===== src/rtl/tmr_pkg.sv =====
package tmr_pkg;
   localparam int CTRL_RUN_BIT  = 0;
   localparam int CTRL_AUTO_BIT = 1;
   localparam int CTRL_LOAD_BIT = 2;
   localparam int CTRL_CASC_BIT = 3;

   typedef enum logic [1:0] {
      SEL_CTRL   = 2'd0,
      SEL_RELOAD = 2'd1,
      SEL_COUNT  = 2'd2,
      SEL_NONE   = 2'd3
   } reg_sel_e;

   typedef struct packed {
      logic casc;
      logic auto_rl;
      logic run;
   } tmr_ctrl_t;
endpackage


===== src/rtl/tmr_chan_regs.sv =====
module tmr_chan_regs
   import tmr_pkg::*;
#(
   parameter int CNT_W    = 32,
   parameter bit HAS_CASC = 1'b1
) (
   input  logic             clk_i,
   input  logic             rst_ni,
   input  logic             ctrl_we_i,
   input  logic             reload_we_i,
   input  logic [CNT_W-1:0] wdata_i,
   output tmr_ctrl_t        ctrl_o,
   output logic [CNT_W-1:0] reload_o,
   output logic             load_o
);
   logic run_q, auto_q, casc_q;
   logic [CNT_W-1:0] reload_q;

   always_ff @(posedge clk_i) begin
      if (!rst_ni) begin
         run_q    <= 1'b0;
         auto_q   <= 1'b0;
         reload_q <= '0;
      end else begin
         if (ctrl_we_i) begin
            run_q  <= wdata_i[CTRL_RUN_BIT];
            auto_q <= wdata_i[CTRL_AUTO_BIT];
         end
         if (reload_we_i) reload_q <= wdata_i;
      end
   end

   generate
      if (HAS_CASC) begin : g_casc
         always_ff @(posedge clk_i) begin
            if (!rst_ni)        casc_q <= 1'b0;
            else if (ctrl_we_i) casc_q <= wdata_i[CTRL_CASC_BIT];
         end
      end else begin : g_no_casc
         assign casc_q = 1'b0;
      end
   endgenerate

   always_comb begin
      ctrl_o.run     = run_q;
      ctrl_o.auto_rl = auto_q;
      ctrl_o.casc    = casc_q;
   end

   assign reload_o = reload_q;
   assign load_o   = ctrl_we_i & wdata_i[CTRL_LOAD_BIT];
endmodule


===== src/rtl/tmr_chan_core.sv =====
module tmr_chan_core
   import tmr_pkg::*;
#(
   parameter int CNT_W = 32
) (
   input  logic             clk_i,
   input  logic             rst_ni,
   input  tmr_ctrl_t        ctrl_i,
   input  logic [CNT_W-1:0] reload_i,
   input  logic             load_i,
   input  logic             casc_evt_i,
   output logic [CNT_W-1:0] cnt_o,
   output logic             irq_o,
   output logic             zero_evt_o
);
   localparam logic [CNT_W-1:0] ONE = CNT_W'(1);

   logic [CNT_W-1:0] cnt_q;
   logic irq_q, zev_q, tick;

   always_comb tick = ctrl_i.run & (ctrl_i.casc ? casc_evt_i : 1'b1);

   always_ff @(posedge clk_i) begin
      if (!rst_ni) begin
         cnt_q <= '0;
         irq_q <= 1'b0;
         zev_q <= 1'b0;
      end else begin
         zev_q <= 1'b0;
         if (load_i) begin
            cnt_q <= reload_i;
            irq_q <= 1'b0;
         end else if (cnt_q != '0 && tick) begin
            cnt_q <= cnt_q - ONE;
            if (cnt_q == ONE) begin
               irq_q <= 1'b1;
               zev_q <= 1'b1;
            end
         end else if (cnt_q == '0 && ctrl_i.run && ctrl_i.auto_rl) begin
            cnt_q <= reload_i;
            irq_q <= 1'b0;
         end
      end
   end

   assign cnt_o      = cnt_q;
   assign irq_o      = irq_q;
   assign zero_evt_o = zev_q;


   irq_rise_at_zero_chk: assert property (@(posedge clk_i) disable iff (!rst_ni)
      $rose(irq_q) |-> cnt_q == '0);

   load_clears_irq_chk: assert property (@(posedge clk_i) disable iff (!rst_ni)
      load_i |=> (!irq_q && cnt_q == $past(reload_i)));

   auto_pulse_chk: assert property (@(posedge clk_i) disable iff (!rst_ni)
      (irq_q && ctrl_i.run && ctrl_i.auto_rl && !load_i) |=> !irq_q);

   hold_zero_chk: assert property (@(posedge clk_i) disable iff (!rst_ni)
      (cnt_q == '0 && irq_q && !ctrl_i.auto_rl && !load_i) |=> (cnt_q == '0 && irq_q));

   no_rise_chk: assert property (@(posedge clk_i) disable iff (!rst_ni)
      (!load_i && cnt_q != '0) |=> cnt_q <= $past(cnt_q));

   casc_hold_chk: assert property (@(posedge clk_i) disable iff (!rst_ni)
      (ctrl_i.casc && !casc_evt_i && !load_i && cnt_q != '0) |=> $stable(cnt_q));
endmodule


===== src/rtl/tmr_cascade_top.sv =====
module tmr_cascade_top
   import tmr_pkg::*;
#(
   parameter int CNT_W   = 32,
   parameter int NUM_TMR = 2,
   localparam int TW     = $clog2(NUM_TMR),
   localparam int AW     = TW + 2
) (
   input  logic               clk_i,
   input  logic               rst_ni,
   input  logic               wr_en_i,
   input  logic [AW-1:0]      addr_i,
   input  logic [CNT_W-1:0]   wr_data_i,
   output logic [CNT_W-1:0]   rd_data_o,
   output logic [NUM_TMR-1:0] irq_o
);
   localparam int SLOTS = 1 << TW;

   generate
      if (CNT_W < 4) begin : g_bad_width
         $error("tmr_cascade_top: CNT_W must be at least 4");
      end
      if (NUM_TMR < 2 || NUM_TMR > 16) begin : g_bad_count
         $error("tmr_cascade_top: NUM_TMR must lie in 2..16");
      end
   endgenerate

   logic [TW-1:0] idx;
   reg_sel_e      sel;
   assign idx = addr_i[AW-1:2];
   assign sel = reg_sel_e'(addr_i[1:0]);

   tmr_ctrl_t        ctrl_a [NUM_TMR];
   logic [CNT_W-1:0] rel_a  [NUM_TMR];
   logic [CNT_W-1:0] cnt_a  [NUM_TMR];
   logic             load_a [NUM_TMR];
   logic             zev_a  [NUM_TMR];
   logic             evt_a  [NUM_TMR];

   genvar k;
   generate
      for (k = 0; k < NUM_TMR; k++) begin : g_tmr
         logic hit;
         assign hit = wr_en_i && (idx == TW'(k));

         if (k == 0) begin : g_src_none
            assign evt_a[k] = 1'b0;
         end else begin : g_src_prev
            assign evt_a[k] = zev_a[k-1];
         end

         tmr_chan_regs #(
            .CNT_W    (CNT_W),
            .HAS_CASC (k > 0)
         ) u_regs (
            .clk_i       (clk_i),
            .rst_ni      (rst_ni),
            .ctrl_we_i   (hit && sel == SEL_CTRL),
            .reload_we_i (hit && sel == SEL_RELOAD),
            .wdata_i     (wr_data_i),
            .ctrl_o      (ctrl_a[k]),
            .reload_o    (rel_a[k]),
            .load_o      (load_a[k])
         );

         tmr_chan_core #(
            .CNT_W (CNT_W)
         ) u_core (
            .clk_i      (clk_i),
            .rst_ni     (rst_ni),
            .ctrl_i     (ctrl_a[k]),
            .reload_i   (rel_a[k]),
            .load_i     (load_a[k]),
            .casc_evt_i (evt_a[k]),
            .cnt_o      (cnt_a[k]),
            .irq_o      (irq_o[k]),
            .zero_evt_o (zev_a[k])
         );
      end
   endgenerate

   logic [CNT_W-1:0] slot_ctrl [SLOTS];
   logic [CNT_W-1:0] slot_rel  [SLOTS];
   logic [CNT_W-1:0] slot_cnt  [SLOTS];

   genvar s;
   generate
      for (s = 0; s < SLOTS; s++) begin : g_slot
         if (s < NUM_TMR) begin : g_live
            assign slot_ctrl[s] = CNT_W'({ctrl_a[s].casc, 1'b0,
                                          ctrl_a[s].auto_rl, ctrl_a[s].run});
            assign slot_rel[s]  = rel_a[s];
            assign slot_cnt[s]  = cnt_a[s];
         end else begin : g_empty
            assign slot_ctrl[s] = '0;
            assign slot_rel[s]  = '0;
            assign slot_cnt[s]  = '0;
         end
      end
   endgenerate

   always_comb begin
      unique case (sel)
         SEL_CTRL:   rd_data_o = slot_ctrl[idx];
         SEL_RELOAD: rd_data_o = slot_rel[idx];
         SEL_COUNT:  rd_data_o = slot_cnt[idx];
         default:    rd_data_o = '0;
      endcase
   end
endmodule


===== config.mk =====
export PLATFORM = sky130hd
export DESIGN_NAME = tmr_cascade_top
export DESIGN_NICKNAME = d
export VERILOG_FILES = /design/src/rtl/tmr_pkg.sv /design/src/rtl/tmr_chan_regs.sv /design/src/rtl/tmr_chan_core.sv /design/src/rtl/tmr_cascade_top.sv
export SDC_FILE = /design/constraint.sdc
export NUM_CORES = 1
export LEC_CHECK = 0
export BUFFER_PORTS_ARGS = -buffer_cell sky130_fd_sc_hd__buf_2
export CORE_MARGIN = 8
export CORE_UTILIZATION = 50
export CTS_BUF_LIST = sky130_fd_sc_hd__clkbuf_2 sky130_fd_sc_hd__clkbuf_4 sky130_fd_sc_hd__clkbuf_8
export DETAILED_ROUTE_END_ITERATION = 10
export GPL_TIMING_DRIVEN = 0
export HOLD_SLACK_MARGIN = 0.06
export PLACE_DENSITY = 0.71
export SLEW_MARGIN = 20
export SYNTH_ARGS = -nofsm -noshare
export SYNTH_HDL_FRONTEND = slang
export SYNTH_SLANG_ARGS = --single-unit

===== constraint.sdc =====
create_clock -name clk_i -period 2.7 [get_ports clk_i]
set_input_delay 0.675 -clock clk_i [delete_from_list [all_inputs] [get_ports clk_i]]
set_output_delay 0.675 -clock clk_i [all_outputs]
set_load 0.02 [all_outputs]

[Yosys cells after proc, flatten, opt, wreduce, memory -nomap -nowiden]
Index checks and enable logic that the tools add are counted.
Operators by class
  add/subtract/negate cells: 2
  magnitude comparators: 1
  equal/unequal tests: 6
  muxes and demuxes: 24
  bitwise operators: 7
  reductions and logical operators: 26
Operators with widths (number)
  two-way mux 32 bit: 14
  one-hot mux 32 bit (3 select lines): 1
  equality test 32 x 1 -> 1 bit (second input constant): 2
  zero test 32 bit: 2
  nonzero test 32 bit: 2
  subtractor 32 x 1 -> 32 bit (second input constant): 2
  logical AND 1 bit: 12
  two-way mux 1 bit: 8
  nonzero test 3 bit: 2
  two-way mux 4 bit: 1
  != test 2 bit (second input constant): 2
  AND reduction 2 bit: 2
  nonzero test 2 bit: 2
  OR reduction 2 bit: 2
  AND 1 bit: 3
  inverter 1 bit: 3
  OR reduction 3 bit: 1
  equality test 2 x 1 -> 1 bit (second input constant): 1
  equality test 2 bit (second input constant): 1
  >= comparator 2 bit (second input constant): 1
  zero test 2 bit: 1
  inverter 1 -> 2 bit: 1
Word-level totals
  register bits: 136
  input bits: 38
  output and inout port bits: 34
  logic and storage cells: 78

[Depth between registers and ports, before layout]
Gate-level depths: netlist of the first run.
  depth in word-level cells: 6
  gate-level depth with buffers: 10
  gate-level depth less buffers: 8

[Cells and area by module]
From an unflattened synthesis of the first run, not the netlist that was laid out.
Second synthesis, totals
  cells, all modules: 971
  area, all modules: 8343.0 µm²
By module, submodules not included
  tmr_chan_core (g_tmr[0].u_core): times used 1, cells an instance 308, area each 2262.2 µm², sequential area each 680.7 µm²
  tmr_chan_core (g_tmr[1].u_core): times used 1, cells an instance 305, area each 2239.6 µm², sequential area each 680.7 µm²
  tmr_chan_regs (g_tmr[1].u_regs): times used 1, cells an instance 116, area each 1381.3 µm², sequential area each 700.7 µm²
  tmr_chan_regs (g_tmr[0].u_regs): times used 1, cells an instance 114, area each 1348.8 µm², sequential area each 680.7 µm²
  tmr_cascade_top: times used 1, cells an instance 128, area each 1111.1 µm², sequential area each 0.0 µm²

[Worst setup path before layout of the first run]
OpenSTA, ideal clock, no wires.
  path kind: input to output
  from: in addr_i[2]
  to: out rd_data_o[10]
  arrival time: 2243 ps
  required time: 2025 ps
  slack: -218 ps
  cell stages on the path: 5
  buffers on the path: 3
  cells stage by stage: clkbuf_1 clkbuf_1 buf_1 mux2i_1 o22ai_1
Between the ends
  longest elaborated chain between the ends: 5
  elaborated cells between the ends (all ways): 8
  those cells by class: mux (7); bitwise (1)
Ends and longest elaborated chain
  start: declaration: line tmr_cascade_top.sv:12  | input logic [AW-1:0] addr_i,
  inverter 1 -> 2 bit (not written as such) *: line tmr_cascade_top.sv:105, tmr_cascade_top.sv:106
  two-way mux 32 bit (on tied branches) (3 in a row): line tmr_cascade_top.sv:106, tmr_cascade_top.sv:105
  one-hot mux 32 bit (3 select lines) *: line tmr_cascade_top.sv:103  | unique case (sel)
  end: declaration: line tmr_cascade_top.sv:14  | output logic [CNT_W-1:0] rd_data_o,
Every way passes the cells marked *; elsewhere a longest branch is shown, timed or not. The select of a mux whose other input is x is not followed.

[Worst setup path in the final report of the first run]
  from: reg g_tmr[1].u_core.cnt_q[21]
  to: reg g_tmr[1].u_core.cnt_q[24]
Between the ends
  longest elaborated chain between the ends: 4
  elaborated cells between the ends (all ways): 9
  those cells by class: add/sub (1); mux (2); reduce/logical (6)
Ends and longest elaborated chain
  start: declaration: line tmr_chan_core.sv:18  | logic [CNT_W-1:0] cnt_q;
  start signal: assignment: line tmr_chan_core.sv:31  | cnt_q <= reload_i;
  start signal: assignment: line tmr_chan_core.sv:34  | cnt_q <= cnt_q - ONE;
  start signal: assignment: line tmr_chan_core.sv:40  | cnt_q <= reload_i;
  parallel branches: the longest is 4 deep, another holds subtractor 32 x 1 -> 32 bit
Several ways; the timed one is not identified.
A chain may end at the register's enable or synchronous reset.

==> flow_metrics.tcl, run 1 <==
set metrics [dict create \
    run_status "finished, violations left" \
    violations "negative setup slack" \
    maxSlewViolCount 0 \
    rsz0062_at_grt "true" \
    num_rows 45 \
    grt_pass1_wl_mm 47.45 \
    cts_buffer_depth 2 \
    dp_cells 1292 \
    drtIter0Drc 1399 \
    routed_wl_mm 31.51 \
    core_mm2 0.01526 \
    yosysWarnings 0 \
    start_util 0.5118 \
    cts_buffers 17 \
    whs_ns 0.4490 \
    fin_worst_skew_ns 0.007903 \
    insertion_delay_ns 0.47 \
    synth-async-reset-ratio 0 \
    grt_max_degree 17 \
    arrival_ns 3.19 \
    synthTopCellsByArea "dfxtp_1 (35%), mux2i_1 (9.1%), nand2_1 (9.1%)" \
    nets 1156 \
    ys_seq_area_frac 0.3486 \
    die_area_mm2 0.01988 \
    crit_buf_inv 1 \
    worst_pin_slew_ns 1.044 \
    num_antenna_cells 0 \
    synth_top_area_share 0.3486 \
    die_w_um 141.0 \
    cp_common_cell "or4_4" \
    p_leak_uw 0.003633 \
    cp.required_ns 3.02 \
    overflow 0 \
    hold_buffers 0 \
    synth_top_cell_by_area "dfxtp_1" \
    ys.flop_type "dfxtp_1" \
    min_period_ns 2.865 \
    grt_pass1_vias 8262 \
    cts.reportedPaths.clkPinSlew_ns 0.08 \
    setup_ws_ns -0.1654 \
    crit_slowest_cell "or4_4" \
    cp-end-kind "flip-flop" \
    worst_ir_drop_vdd_mv 0.4377 \
    power.total_uw 4966 \
    io_pins 72 \
    drt-vias-per-instance 6.703 \
    syn_nets 1055 \
    finalCritPeriodShare 1.061 \
    netlist_instances 1012 \
    startpoint_type "flip-flop" \
    die_y_um 141.0 \
    place_hpwl_mm 23.32 \
    maxCapViolations 0 \
    dr.pass1.iters 6 \
    finalHoldViolations 0 \
    cp_cell_sequence "or4_4 > or4_4 > or4_4 > o211a_4 > nor2_4 > buf_6 > o32ai_1" \
    cp_top_family "simple AND/OR/NAND/NOR gates" \
    final_util 0.6166 \
    cpPeakStageDelay_ns 0.59 \
    clock.fmax_mhz 349.0 \
    vias 8962 \
    area_growth_pct 20.47 \
    crit_fanout 6 \
    cts_tree "yes" \
    drive_gt1_frac 0.2114 \
    maxSlewHeadroom 0.3010 \
    antenna_found_initial 0 \
    grt.total_usage 0.3089 \
    synth_edf_count 0 \
    rrSetupSlack_ns -0.17 \
    wl_per_cell_um 23.57 \
    ys_seq_elements 136 \
    routabilityCongestion 0.9949 \
    setup_viol 32 \
    synth_area_per_cell_um2 7.717 \
    mappedNetlistArea_mm2 0.007810 \
    power.density_mw_per_mm2 527.8 \
    hold_class "in -> reg" \
    final_cells 1337 \
    crit_type "reg -> reg" \
    clock_sinks 136 \
    yosysUniqueCellTypes 65 \
    ant_nets 0 \
    io_buffers 69 \
    route.detailed.drc 0 \
    setup_tns_ns -3.618 \
    h-tree-depth 4 \
    root_buffer "clkbuf_8" \
]
## synthesized netlist by cell type (all sizes together), types with 2 or more instances
cell / n
a211oi: 4
a21o: 2
a21oi: 125
a221oi: 4
a22oi: 13
a2bb2oi: 5
a31oi: 15
a32o: 3
and2: 4
and3: 3
and4: 3
buf: 15
clkbuf: 76
dfxtp: 136
ha: 5
inv: 19
mux2i: 71
nand2: 189
nand2b: 6
nand3: 14
nand3b: 2
nand4: 10
nor2: 38
nor2b: 4
nor3: 28
nor4: 24
nor4b: 4
o211a: 4
o211ai: 3
o21a: 11
o21ai: 20
o221a: 14
o221ai: 8
o22ai: 62
o31a: 4
o31ai: 3
o32a: 2
o32ai: 5
o41ai: 4
or2: 6
or3: 17
or4: 15
## repair_timing
item                       CTS  global route
buffers inserted             8            11
resized for setup           67            54
pin swaps                    6            18
gates cloned                 1             1
setup endpoints to repair   97            87
## registers in the layout, indices dropped and copies added (netlist names)
register / count
g_tmr.u_core.zero_evt_o: 1
g_tmr.u_regs.reload_o: 64
g_tmr.u_core.irq_o: 2
g_tmr.u_core.cnt_o: 64
g_tmr.u_regs.auto_q: 2
g_tmr.u_regs.casc_q: 1
g_tmr.u_regs.run_q: 2
## final cells by class
| type | instances | area [µm²] |
|---|---|---|
| Clock inverter | 14 | 151.4 |
| Multi-Input combinational cell | 766 | 4996 |
| Clock buffer | 18 | 247.7 |
| Fill cell | 1414 | 5849 |
| Inverter | 19 | 71.32 |
| Sequential cell | 136 | 2733 |
| Timing Repair Buffer | 90 | 506.7 |
| Tap cell | 211 | 264.0 |
| Buffer | 83 | 439.2 |
## worst register-to-register path, cell delays in order (launching register included)
cell and delay, ns:
dfxtp_4 0.35, or4_4 0.53, or4_4 0.47, or4_4 0.59, o211a_4 0.33, nor2_4 0.18, buf_6 0.17, o32ai_1 0.09
## power by group
part	internal (µW)	switching (µW)	total (µW)
clock	849	891	1740
combinational	404	713	1120
sequential	2040	64.5	2110
## cell usage in the layout, fill, tap and decap left out, types with 6 or more instances in the layout
cell type,count
buf_4,34
clkbuf_1,46
nand2_1,184
clkbuf_2,12
o22ai_1,54
nor2_1,37
o22ai_2,8
buf_2,70
a31oi_1,14
mux2i_1,71
or3_1,16
o221ai_1,7
nor3_1,23
o21ai_0,18
clkbuf_8,19
clkinv_4,6
or2_2,6
o221a_2,10
nand4_1,10
inv_1,19
nor4_1,18
o21a_1,11
nand3_1,14
a21oi_1,124
a22oi_1,10
dfxtp_1,132
or4_1,10
## worst paths after layout
kind,startpoint,cells past startpoint,endpoint
max,g_tmr[1].u_core.cnt_o[21]$_SDFFE_PN0P_,7,g_tmr[1].u_core.cnt_o[24]$_SDFFE_PN0P_
min reg2reg,g_tmr[1].u_core.irq_o$_SDFFE_PP0P_,2,g_tmr[1].u_core.irq_o$_SDFFE_PP0P_
max reg2reg,g_tmr[1].u_core.cnt_o[21]$_SDFFE_PN0P_,7,g_tmr[1].u_core.cnt_o[24]$_SDFFE_PN0P_
min,wr_data_i[21],3,g_tmr[1].u_regs.reload_o[21]$_SDFFE_PN0P_
## kinds of logic (layout without fill, tap and decap cells)
logic type               after synthesis  after routing  share of synthesized area
multiplexers                          72             72                    0.09244
AO/OA/AOI/OAI                        319            319                     0.2683
buffers and inverters                110            224                    0.05751
AND/OR/NAND/NOR                      370            370                     0.2251
flip-flops                           136            136                     0.3486
adder cells (fa/ha/maj)                5              5                   0.008010
## per-layer routing
metal / share of wire / up-vias / track usage
li1: - / 3970 / -
met1: 0.40 / 4129 / 0.4087
met2: 0.42 / 714 / 0.4593
met3: 0.12 / 149 / 0.07326
met4: 0.056 / 0 / 0.1578
met5: 0 / - / 0
## metrics by stage
| stage | worst slack [ns] | cell area [µm²] |
|---|---|---|
| 2_1_floorplan | -0.1148 | 7870 |
| 3_3_place_gp | -1.180 | 8479 |
| 3_5_place_dp | -1.200 | 8486 |
| 4_1_cts | -0.1014 | 9119 |
| 5_1_grt | -0.1964 | 9409 |
| 6_report | -0.1654 | 9409 |
Note: power is estimated with default switching activity, not from simulation.
==> run 2, diff against run 1 <==
--- a/config.mk
+++ b/config.mk
@@ -5,6 +5,7 @@
 export SDC_FILE = /design/constraint.sdc
 export NUM_CORES = 1
 export LEC_CHECK = 0
+export ABC_AREA = 1
 export BUFFER_PORTS_ARGS = -buffer_cell sky130_fd_sc_hd__buf_2
 export CORE_MARGIN = 8
 export CORE_UTILIZATION = 50
@@ -12,7 +13,7 @@
 export DETAILED_ROUTE_END_ITERATION = 10
 export GPL_TIMING_DRIVEN = 0
 export HOLD_SLACK_MARGIN = 0.06
-export PLACE_DENSITY = 0.71
+export PLACE_DENSITY = 0.7
 export SLEW_MARGIN = 20
 export SYNTH_ARGS = -nofsm -noshare
 export SYNTH_HDL_FRONTEND = slang
==> run 2 against run 1 <==
  * The run now ends clean
  * Clock power fell by 2%
  * Via count rose by 14%
  * Combinational power rose by 62%
  * Critical path type is now in -> out
  * Critical endpoint is now rd_data_o[31]
==> flow_metrics.tcl, run 2 <==
set metrics [dict create \
    power.density_mw_per_mm2 586.7 \
    synth_area_per_cell_um2 5.889 \
    final_common_cell "nor2_1" \
    cts_tree "yes" \
    mappedNetlistArea_mm2 0.008705 \
    crit_fanout 10 \
    setup_ws_ns 0.01566 \
    grt_max_degree 17 \
    synth-async-reset-ratio 0 \
    cts_buffers 17 \
    fillCellCount 1856 \
    ant_nets 0 \
    routed_wl_mm 33.72 \
    num_antenna_cells 0 \
    place_hpwl_mm 27.03 \
    arrival_ns 2.01 \
    rsz0062_at_grt "false" \
    clock.fmax_mhz 372.5 \
    nets 1612 \
    drt-vias-per-instance 5.639 \
    hold_class "in -> reg" \
    die_area_mm2 0.02189 \
    io_buffers 70 \
    startpoint_type "input pin" \
    drive_gt1_frac 0.1157 \
    grt_pass1_wl_mm 52.06 \
    synthTopCellsByArea "dfxtp_1 (31%), nor2_1 (16%), nand2_1 (13%)" \
    wl_per_cell_um 18.66 \
    finalHoldViolations 0 \
    maxCapViolations 0 \
    core_mm2 0.01718 \
    ys_seq_elements 136 \
    synth_top_area_share 0.3128 \
    area_growth_pct 12.79 \
    min_period_ns 2.684 \
    antenna_found_initial 0 \
    insertion_delay_ns 0.47 \
    ys.flop_type "dfxtp_1" \
    place_ws_ns -0.4560 \
    dr.pass1.iters 5 \
    synth_edf_count 0 \
    netlist_instances 1478 \
    maxSlewHeadroom 0.5312 \
    yosysWarnings 0 \
    finalCritPeriodShare 0.9942 \
    synth_top_cell_by_area "dfxtp_1" \
    run_status "finished clean" \
    maxSlewViolCount 0 \
    grt.total_usage 0.3086 \
    synthTopCellsByCount "nor2_1 (373), nand2_1 (299), o21ai_0 (171)" \
    clock_sinks 136 \
    die_w_um 147.9 \
    die_y_um 147.9 \
    vias 10190 \
    worst_pin_slew_ns 0.7032 \
    route.detailed.drc 0 \
    routabilityCongestion 1.038 \
    h-tree-depth 4 \
    cp.required_ns 2.03 \
    overflow 0 \
    cp-end-kind "output port" \
    cts.reportedPaths.clkPinSlew_ns 0.08 \
    start_util 0.5068 \
    syn_nets 1521 \
    crit_type "in -> out" \
    grt_pass1_vias 9433 \
    fin_worst_skew_ns 0.01619 \
    dp_cells 1773 \
    synth_most_common_cell "nor2_1" \
    p_leak_uw 0.004810 \
    worst_ir_drop_vdd_mv 0.3245 \
    placed_cell_area_mm2 0.009336 \
    num_rows 48 \
    cts_buffer_depth 2 \
    stdcell_area_mm2 0.009818 \
    ys_seq_area_frac 0.3128 \
    root_buffer "clkbuf_8" \
    final_cells 1807 \
    drtIter0Drc 1061 \
    yosysUniqueCellTypes 34 \
    hold_buffers 0 \
    io_pins 72 \
    final_util 0.5716 \
    mostFrequentLayoutCells "nor2_1 (373), nand2_1 (299), o21ai_0 (171)" \
    setup_viol 0 \
]
run 2: changes by cell type after synthesis, moves of 31 or more:
cell / before / now
mux2i_1: 71 / 0
o21ai_1: 0 / 31
o21ai_0: 19 / 171
o22ai_1: 62 / 21
a21oi_1: 125 / 66
nand2_1: 189 / 299
inv_1: 19 / 160
nor2_1: 37 / 373
nand3_1: 14 / 62
clkbuf_1: 76 / 40
run 2: worst paths after layout:
kind | slack (ns) | cells after the start | start | end
max | 0.02 | 7 | addr_i[0] | rd_data_o[31]
min | 0.46 | 3 | wr_data_i[4] | g_tmr[1].u_regs.reload_o[4]$_SDFFE_PN0P_
max reg2reg | 0.29 | 12 | g_tmr[1].u_core.cnt_o[0]$_SDFFE_PN0P_ | g_tmr[1].u_core.cnt_o[1]$_SDFFE_PN0P_
min reg2reg | 0.51 | 2 | g_tmr[1].u_regs.reload_o[30]$_SDFFE_PN0P_ | g_tmr[1].u_regs.reload_o[30]$_SDFFE_PN0P_
run 2: critical path: stages:
cell and delay [ns]:
buf_2 0.12, inv_2 0.05, nor2_4 0.24, buf_2 0.29
o21ai_0 0.13, o22ai_1 0.28, buf_2 0.23
run 2: per-layer routing:
layer / part of all wire / vias up / global-route usage
li1: - / 4864 / -
met1: 0.44 / 4753 / 0.4387
met2: 0.42 / 520 / 0.4573
met3: 0.11 / 53 / 0.06053
met4: 0.023 / 0 / 0.09893
met5: 0 / - / 0
run 2: cells by family after synthesis:
kind of cell             Yosys count  share of synthesized area
buffers and inverters            236                     0.1143
XOR/XNOR                          30                    0.03019
adder cells (fa/ha/maj)            5                   0.007187
AO/OA/AOI/OAI                    294                     0.1735
AND/OR/NAND/NOR                  777                     0.3621
flip-flops                       136                     0.3128
run 2: what timing repair did:
action / in CTS / in global routing
endpoints found under the setup margin: 27 / 29
resized for setup: 17 / 21
pin swaps: 0 / 0
buffers inserted: 0 / 3
run 2: where the power goes:
part	internal, µW	switching [µW]
clock	818	887
combinational	559	1250
sequential	2100	137
total	3480	2280
run 2: cell type report:
class | count | area (µm²) | share of cell area
Clock buffer | 17 | 234.0 | 0.02383
Inverter | 166 | 624.3 | 0.06359
Multi-Input combinational cell | 1106 | 5031 | 0.5124
Sequential cell | 136 | 2723 | 0.2773
Timing Repair Buffer | 73 | 372.9 | 0.03798
Buffer | 69 | 397.9 | 0.04053
Tap cell | 225 | 281.5 | 0.02867
Clock inverter | 15 | 153.9 | 0.01567
run 2: through the flow:
step	power, µW	hold slack [ns]	setup TNS (ns)
6_report	5760	0.4647	0
5_1_grt	6075	0.4719	0
4_1_cts	5701	0.4539	-0.004593
3_5_place_dp	4019	0.4929	-7.738
3_3_place_gp	4004	0.4867	-7.659
2_1_floorplan	3482	0.4442	0
==> run 3, diff against run 2 <==
--- a/config.mk
+++ b/config.mk
@@ -8,12 +8,13 @@
 export ABC_AREA = 1
 export BUFFER_PORTS_ARGS = -buffer_cell sky130_fd_sc_hd__buf_2
 export CORE_MARGIN = 8
-export CORE_UTILIZATION = 50
+export CORE_UTILIZATION = 44
 export CTS_BUF_LIST = sky130_fd_sc_hd__clkbuf_2 sky130_fd_sc_hd__clkbuf_4 sky130_fd_sc_hd__clkbuf_8
 export DETAILED_ROUTE_END_ITERATION = 10
 export GPL_TIMING_DRIVEN = 0
 export HOLD_SLACK_MARGIN = 0.06
-export PLACE_DENSITY = 0.7
+export PLACE_DENSITY = 0.63
+export REMOVE_ABC_BUFFERS = 1
 export SLEW_MARGIN = 20
 export SYNTH_ARGS = -nofsm -noshare
 export SYNTH_HDL_FRONTEND = slang
==> constraint.sdc (replaced) <==
create_clock -name clk_i -period 2.29 [get_ports clk_i]
set_input_delay 0.5725 -clock clk_i [delete_from_list [all_inputs] [get_ports clk_i]]
set_output_delay 0.5725 -clock clk_i [all_outputs]
set_load 0.02 [all_outputs]
==> run 3 against run 2 <==
  * Cell count up 0.33%
  * Routed wire length is 0.46% higher
  * Via count fell by 3.6%
  * Clock skew shrank 0.0059 ns
  * Utilization is 4.6 points lower
  * Sequential power is 17% higher
  * Combinational power grew 25%
  * Final area up 4.1%
  * Clock power grew 34%
  * First-iteration DRC count decreased by 9.3%
  * Sequential share of layout area shrank 1.1 points
  * Total power is 24% higher
  * Largest power group unchanged
==> flow_metrics.tcl, run 3 (synthesis gave the netlist of run 2 again) <==
set metrics [dict create \
    run_status "finished clean" \
    seq_area_mm2 0.002726 \
    drt-vias-per-instance 5.418 \
    h-tree-depth 4 \
    num_antenna_cells 0 \
    cp-end-kind "output port" \
    vias 9823 \
    root_buffer "clkbuf_8" \
    hold_class "in -> reg" \
    r2r-start "g_tmr[0].u_core.cnt_o[0]$_SDFFE_PN0P_" \
    drtIter0Drc 962 \
    power.density_mw_per_mm2 700.8 \
    routabilityCongestion 0.9083 \
    insertion_delay_ns 0.48 \
    cts_buffers 17 \
    die_y_um 156.7 \
    overflow 0 \
    core_mm2 0.01946 \
    ff2ff_path_depth 12 \
    cts_buffer_depth 2 \
    arrival_ns 1.71 \
    io_buffers 71 \
    cp_common_cell "buf_4" \
    wl_per_cell_um 18.69 \
    clock.fmax_mhz 438.0 \
    start_util 0.4473 \
    clock_sinks 136 \
    crit_type "in -> out" \
    fillCellCount 2074 \
    grt_max_degree 81 \
    cp.required_ns 1.72 \
    cts.reportedPaths.clkPinSlew_ns 0.08 \
    crit_slowest_cell "o22ai_1" \
    startpoint "addr_i[0]" \
    area_growth_pct 17.42 \
    nets 1578 \
    startpoint_type "input pin" \
    cpPeakStageDelay_ns 0.28 \
    hold_depth 3 \
    worst_pin_slew_ns 0.7309 \
    antenna_found_initial 0 \
    route.detailed.drc 0 \
    finalCritPeriodShare 0.9970 \
    die_area_mm2 0.02454 \
    dp_cells 1748 \
    reg2reg_to "g_tmr[0].u_core.cnt_o[22]$_SDFFE_PN0P_" \
    dr.pass1.iters 5 \
    worst_ir_drop_vdd_mv 0.4199 \
    mostFrequentLayoutCells "nor2_1 (364), nand2_1 (296), o21ai_0 (162)" \
    routed_wl_mm 33.88 \
    p_leak_uw 0.004911 \
    die_w_um 156.7 \
    drive_gt1_frac 0.1227 \
    ant_nets 0 \
    grt.total_usage 0.2713 \
    maxSlewHeadroom 0.5120 \
    crit_end "rd_data_o[22]" \
    maxCapViolations 0 \
    cp_cell_sequence "buf_4 > inv_4 > nor2_4 > buf_8 > o21ai_0 > o22ai_1 > buf_4" \
    grt_pass1_vias 9023 \
    maxSlewViolCount 0 \
    num_rows 51 \
    placed_cell_area_mm2 0.009146 \
    crit_fanout 8 \
    place_hpwl_mm 20.84 \
    rsz0062_at_grt "true" \
    setup_viol 0 \
    final_common_cell "nor2_1" \
    io_pins 72 \
    min_period_ns 2.283 \
    final_cells 1813 \
    grt_pass1_wl_mm 51.06 \
    multi_input_comb_area_mm2 0.005354 \
    fin_worst_skew_ns 0.01028 \
    finalHoldViolations 0 \
    rrSetupSlack_ns 0.09 \
    stdcell_area_mm2 0.01022 \
    cts_tree "yes" \
]
==> run 3: timing repair <==
item,CTS,global route
hold buffers,0,0
buffers inserted,4,13
resized for setup,37,44
pin swaps,7,10
endpoints found under the setup margin,157,96
gates cloned,10,6
==> run 3: routing by layer <==
metal,GRT usage,vias to the layer above,share of wire
li1,-,4817,-
met1,0.3553,4498,0.44
met2,0.4346,424,0.44
met3,0.05874,84,0.082
met4,0.08787,0,0.035
met5,0,-,0
==> run 3: worst min-delay path by stage <==
stage | from | to | slack (ns)
floorplan | g_tmr[1].u_regs.reload_o[9]$_SDFFE_PN0P_ | g_tmr[1].u_regs.reload_o[9]$_SDFFE_PN0P_ | 0.44
global placement | g_tmr[1].u_regs.reload_o[9]$_SDFFE_PN0P_ | g_tmr[1].u_regs.reload_o[9]$_SDFFE_PN0P_ | 0.47
detailed placement | g_tmr[0].u_regs.reload_o[29]$_SDFFE_PN0P_ | g_tmr[0].u_regs.reload_o[29]$_SDFFE_PN0P_ | 0.48
CTS | wr_data_i[11] | g_tmr[1].u_regs.reload_o[11]$_SDFFE_PN0P_ | 0.31
global route | wr_data_i[28] | g_tmr[1].u_regs.reload_o[28]$_SDFFE_PN0P_ | 0.33
finish | wr_data_i[11] | g_tmr[1].u_regs.reload_o[11]$_SDFFE_PN0P_ | 0.32
==> run 3: critical path: cells and delay by family <==
kind | cells | cell delay (ns)
compound gates | 2 | 0.37
buf+inv | 4 | 0.58
simple gates | 1 | 0.18
==> run 3: layout make-up <==
cell class                 count  area share
multi-input combinational   1120      0.5238
sequential                   136      0.2667
timing repair buffer          93     0.06733
inverter                     166     0.06623
tap                          265     0.03244
clock buffer                  20     0.02571
clock inverter                12     0.01689
timing repair inverter         1   0.0008569
==> run 3: power by group <==
group	switching, µW	internal, µW
Combinational	1550	716
Clock	1030	1240
Sequential	149	2480
Total	2730	4430
==> run 3: through the flow <==
step	hold slack, ns	setup TNS, ns	setup slack (ns)	util	total power (µW)
finish	0.3187	0	0.006757	0.5252	7163
global route	0.3291	-0.06159	-0.01297	0.5252	7533
CTS	0.3061	-0.02365	-0.01183	0.5081	7008
detailed placement	0.4756	-124.37	-1.087	0.4699	4658
global placement	0.4685	-389.88	-4.447	0.4635	4624
floorplan	0.4435	-21.08	-0.7851	-	4021
